### src/rtl/cyclic_bitconv_pkg.sv
package cyclic_bitconv_pkg;

  // Strobes sent from the control to the datapath.
  typedef struct packed {
    logic load;    // capture new counts on this edge
  } ctrlStrobe_t;

  // Width of a count that must hold the values 0..n.
  function automatic int countWidth(input int n);
    return $clog2(n + 1);
  endfunction

  // Partner index in the second operand for output k and first-operand index i.
  function automatic int wrapIndex(input int k, input int i, input int n);
    return (k - i + n) % n;
  endfunction

endpackage

### src/rtl/cyclic_bitconv_ctrl.sv
module cyclic_bitconv_ctrl
  import cyclic_bitconv_pkg::*;
(
  input  logic        clk,
  input  logic        rstN,
  input  logic        inValid,
  output ctrlStrobe_t strobes,
  output logic        outValid
);

  logic validQ;

  always_comb begin
    strobes      = '0;
    strobes.load = inValid;
  end

  always_ff @(posedge clk) begin
    if (!rstN) validQ <= 1'b0;
    else       validQ <= inValid;
  end

  assign outValid = validQ;

endmodule

### src/rtl/cyclic_bitconv_dp.sv
module cyclic_bitconv_dp
  import cyclic_bitconv_pkg::*;
#(
  parameter int N = 5
) (
  input  logic                 clk,
  input  logic                 rstN,
  input  ctrlStrobe_t          strobes,
  input  logic [N-1:0]         opA,
  input  logic [N-1:0]         opB,
  output logic [N*countWidth(N)-1:0] sampleOut
);

  localparam int CW = countWidth(N);

  // termBits[k][i] is the AND term that output k receives from opA bit i.
  logic [N-1:0] termBits [N];
  logic [CW-1:0] countNext [N];
  logic [N*CW-1:0] sampleQ;

  for (genvar k = 0; k < N; k++) begin : gOut
    for (genvar i = 0; i < N; i++) begin : gTerm
      assign termBits[k][i] = opA[i] & opB[wrapIndex(k, i, N)];
    end

    always_comb begin
      countNext[k] = '0;
      for (int j = 0; j < N; j++) begin
        countNext[k] = countNext[k] + CW'(termBits[k][j]);
      end
    end
  end

  always_ff @(posedge clk) begin
    if (!rstN) begin
      sampleQ <= '0;
    end else if (strobes.load) begin
      for (int k = 0; k < N; k++) begin
        sampleQ[k*CW +: CW] <= countNext[k];
      end
    end
  end

  assign sampleOut = sampleQ;

endmodule

### src/rtl/cyclic_bitconv.sv
module cyclic_bitconv
  import cyclic_bitconv_pkg::*;
#(
  parameter int N = 5
) (
  input  logic                       clk,
  input  logic                       rstN,
  input  logic                       inValid,
  input  logic [N-1:0]               opA,
  input  logic [N-1:0]               opB,
  output logic                       outValid,
  output logic [N*countWidth(N)-1:0] sampleOut
);

  ctrlStrobe_t strobes;

  cyclic_bitconv_ctrl ctrl_i (
    .clk      (clk),
    .rstN     (rstN),
    .inValid  (inValid),
    .strobes  (strobes),
    .outValid (outValid)
  );

  cyclic_bitconv_dp #(.N(N)) dp_i (
    .clk       (clk),
    .rstN      (rstN),
    .strobes   (strobes),
    .opA       (opA),
    .opB       (opB),
    .sampleOut (sampleOut)
  );

endmodule

### config.mk
export PLATFORM = sky130hd
export DESIGN_NAME = cyclic_bitconv
export DESIGN_NICKNAME = d
export VERILOG_FILES = /design/src/rtl/cyclic_bitconv_pkg.sv /design/src/rtl/cyclic_bitconv_ctrl.sv /design/src/rtl/cyclic_bitconv_dp.sv /design/src/rtl/cyclic_bitconv.sv
export SDC_FILE = /design/constraint.sdc
export NUM_CORES = 1
export LEC_CHECK = 0
export BUFFER_PORTS_ARGS = -buffer_cell sky130_fd_sc_hd__buf_2
export CAP_MARGIN = 20
export CORE_MARGIN = 5
export CORE_UTILIZATION = 30
export CTS_BUF_LIST = sky130_fd_sc_hd__clkbuf_8
export DETAILED_ROUTE_END_ITERATION = 8
export PLACE_DENSITY = 0.6
export RECOVER_POWER = 50
export SYNTH_ARGS = -nofsm -noshare
export SYNTH_HDL_FRONTEND = slang
export SYNTH_HIERARCHICAL = 1
export SYNTH_SLANG_ARGS = --single-unit
### constraint.sdc
create_clock -name clk -period 2.04 [get_ports clk]
set_input_delay 0.204 -clock clk [delete_from_list [all_inputs] [get_ports clk]]
set_output_delay 0.204 -clock clk [all_outputs]
set_load 0.01 [all_outputs]
==> impl_results.md <==
- Core box area: about 0.0033 sq mm
- Largest net degree at the start of global routing: 17
- Utilization after layout: 36.6%
- Final slew viol count: 0
- Area leader, netlist: dfxtp_1
- Die W: roughly 69 um
- Total congestion overflow: 0
- Nets: 152
- Largest cells by area after synthesis: dfxtp_1 31%, fa_1 19%, mux2i_1 15%
- Max Buffers Root-to-Sink: 2
- Pwr Density: 662 mW/mm^2
- Gate count of the mapped netlist: 95
- M1 wire length: 920 um
- Most frequent cells in the layout: 20 x and2_1, 16 x dfxtp_1, 16 x clkbuf_1
- Outcome: complete, no violations
- Die H: 68.7 um
- Leakage power: 0.562 nW
- P&R area growth vs syn: 18.4%
- TritonCTS Buffers: 3
- Startpoint types: primary input
- Post-synth top area share: a little under a third
- Fillcell total: 364
- Vias in the first global route: 785
- # setup viols final: 0
- Layout cell share with drive strength beyond 1: 13.0%
- Seq cells post-synth: 16
- Fin crit period: about 1.8 ns
- FF/Latch Area: approximately 320 sq um
- H-Tree Depth: 1
- CP Max Fanout: 5
- Clock slew at reported path FFs: around 0.060 ns
- TritonCTS clock tree: done
- Worst R2R End: dp_i/sampleOut[12]
- DRC: 0
- Register area share after synthesis: ~31%
- # diodes: 0
- Uppermost layer routed: met4
- Yosys warns: 6
- Drt total wl: 2120 um
- Worst R2R Setup Slack: 1.42 ns
- Iter 0 DRT Violations: 35
- Via/cell ratio: ~4.3
- Most used cell, CP: fa_1
- Unrepaired setup endpoints after global routing: no
- Total GRT Usage: between 10% and 20%
- Pre-CTS setup slack: -0.0404 ns
- Final cell count without fillers: 169
- Cell row count: 21
- Latest clock arrival within the worst-skew pair: 0.24 ns
- Post-synthesis cell area: 0.00103 sq mm
- CP required: between 2 and 2.5 ns
- Clk sink count: 16
- Period utilisation layout: 89.2%
- Commonest non-fill, non-tap cell in the layout: and2_1
- Max Cap Viol: 0
- Via count: 723
- # IOs: 29
- Synth unique cells: 12
- CP startpoint: opA[0]
- Critical Path AT: 1.96 ns
- Area of the multi-input gates: approximately 650 sq um
- Die area: 0.00471 sq mm
- Dpl hpwl: 1700 um
- Hold Buf Count CTS: 0
- Hold slack: 0.328 ns
- Root buffer cell: clkbuf_8
- Skew final: 0 ns
- First-pass GRT wire length: 3460 um
- Final setup margin: ~0.22 ns
- # port buffers: 28
- Worst r2r src: dp_i/sampleOut[12]
- 1st-pass router iterations: 4
- Setup crit end kind: flip-flop
- Worst-Margin Slew: 1.07 ns
- Crit-path slowest cell: fa_1
- Worst setup path end: dp_i/sampleOut[13]
- Met2 wire length: ~1000 um
- Reg2Reg Depth: 2
- Count of final hold-check violations: 0
- Worst vdd ir: 0.170 mV
- Max Fclk: 0.550 GHz
- Worst path max stage delay: around 0.52 ns
- Remaining antenna violation count: 0
- Routability cong.: 0.907
- CP cell instances: buf_2, and2_1, fa_1, fa_1, ha_1, mux2i_1, nor2b_1
- Post-Place Cells: around 170
- Mapped Nets: 123
- Syn Area/Cell: 10.9 sq um
- PostCTS Resize Cnt: 0
- Metal3 WL: 130 um
- Worst Path Class, Setup: in2reg
- Post CTS Setup Buffer Count: 0
- Initial core utilization: a little under a third
- Drt wl/cell: 12.5 um
- Slew margin rel.: 28.4%
- Hold Path Class: in2reg
- Initial antenna violation count: 0
cell families after synthesis:
kind of cell	share of synthesized area, %
buffers and inverters	5.58
adder cells (fa/ha/maj)	25.5
multiplexers	14.5
AND/OR/NAND/NOR	23.4
flip-flops	31.0
area by class of cell:
class	instances	share of cell area, %
Clock buffer	4	4.50
Inverter	4	1.23
Multi-Input combinational cell	71	53.5
Sequential cell	16	26.2
Tap cell	46	4.71
Timing Repair Buffer	28	9.83
flip-flops by register name, summed over array words and instances (netlist names):
signal	cells
dp_i/sampleOut	15
ctrl_i/outValid	1
Yosys cell counts (all sizes together):
cell	number
ha	5
inv	4
dfxtp	16
nand2	6
buf	3
nor2b	15
clkbuf	1
and2	20
mux2i	15
fa	10
routing by layer:
layer | track usage [%] | vias up
met5 | 0 | -
li1 | - | 353
met2 | 17.2 | 24
met1 | 11.7 | 344
met4 | 6.20 | 0
met3 | 2.27 | 2
power by group:
| group | switching, mW | internal [mW] | leakage (nW) |
|---|---|---|---|
| Combinational | 0.102 | 0.0868 | 0.402 |
| Sequential | 0.0111 | 0.336 | 0.131 |
| Clock | 0.102 | 0.171 | 0.0288 |
critical path, delay by kind of cell:
family	cells	cell delay, ns
multiplexers	1	0.13
AND/OR/NAND/NOR	2	0.25
buffers and inverters	1	0.13
adder cells (fa/ha/maj)	3	1.25
how the worst min path moves through the flow:
| stage | slack (ns) | from | end | depth (start not counted) |
|---|---|---|---|---|
| after CTS | 0.33 | rstN | dp_i/sampleOut[2] | 2 |
| after global routing | 0.34 | rstN | dp_i/sampleOut[0] | 2 |
| after floorplan | 0.33 | inValid | ctrl_i/outValid | 1 |
| after global placement | 0.50 | dp_i/sampleOut[9] | dp_i/sampleOut[9] | 2 |
| final | 0.33 | rstN | dp_i/sampleOut[12] | 2 |
| after detailed placement | 0.50 | dp_i/sampleOut[10] | dp_i/sampleOut[10] | 2 |
metrics by stage:
stage          setup TNS [ns]  power [mW]  cell area (sq um)
2_1_floorplan               0       0.485               1030
3_3_place_gp                0       0.549               1190
3_5_place_dp          -0.0487       0.554               1190
4_1_cts                     0       0.837               1240
5_1_grt                     0       0.876               1220
6_report                    0       0.809               1220
Power figures use the tool's default switching activity.
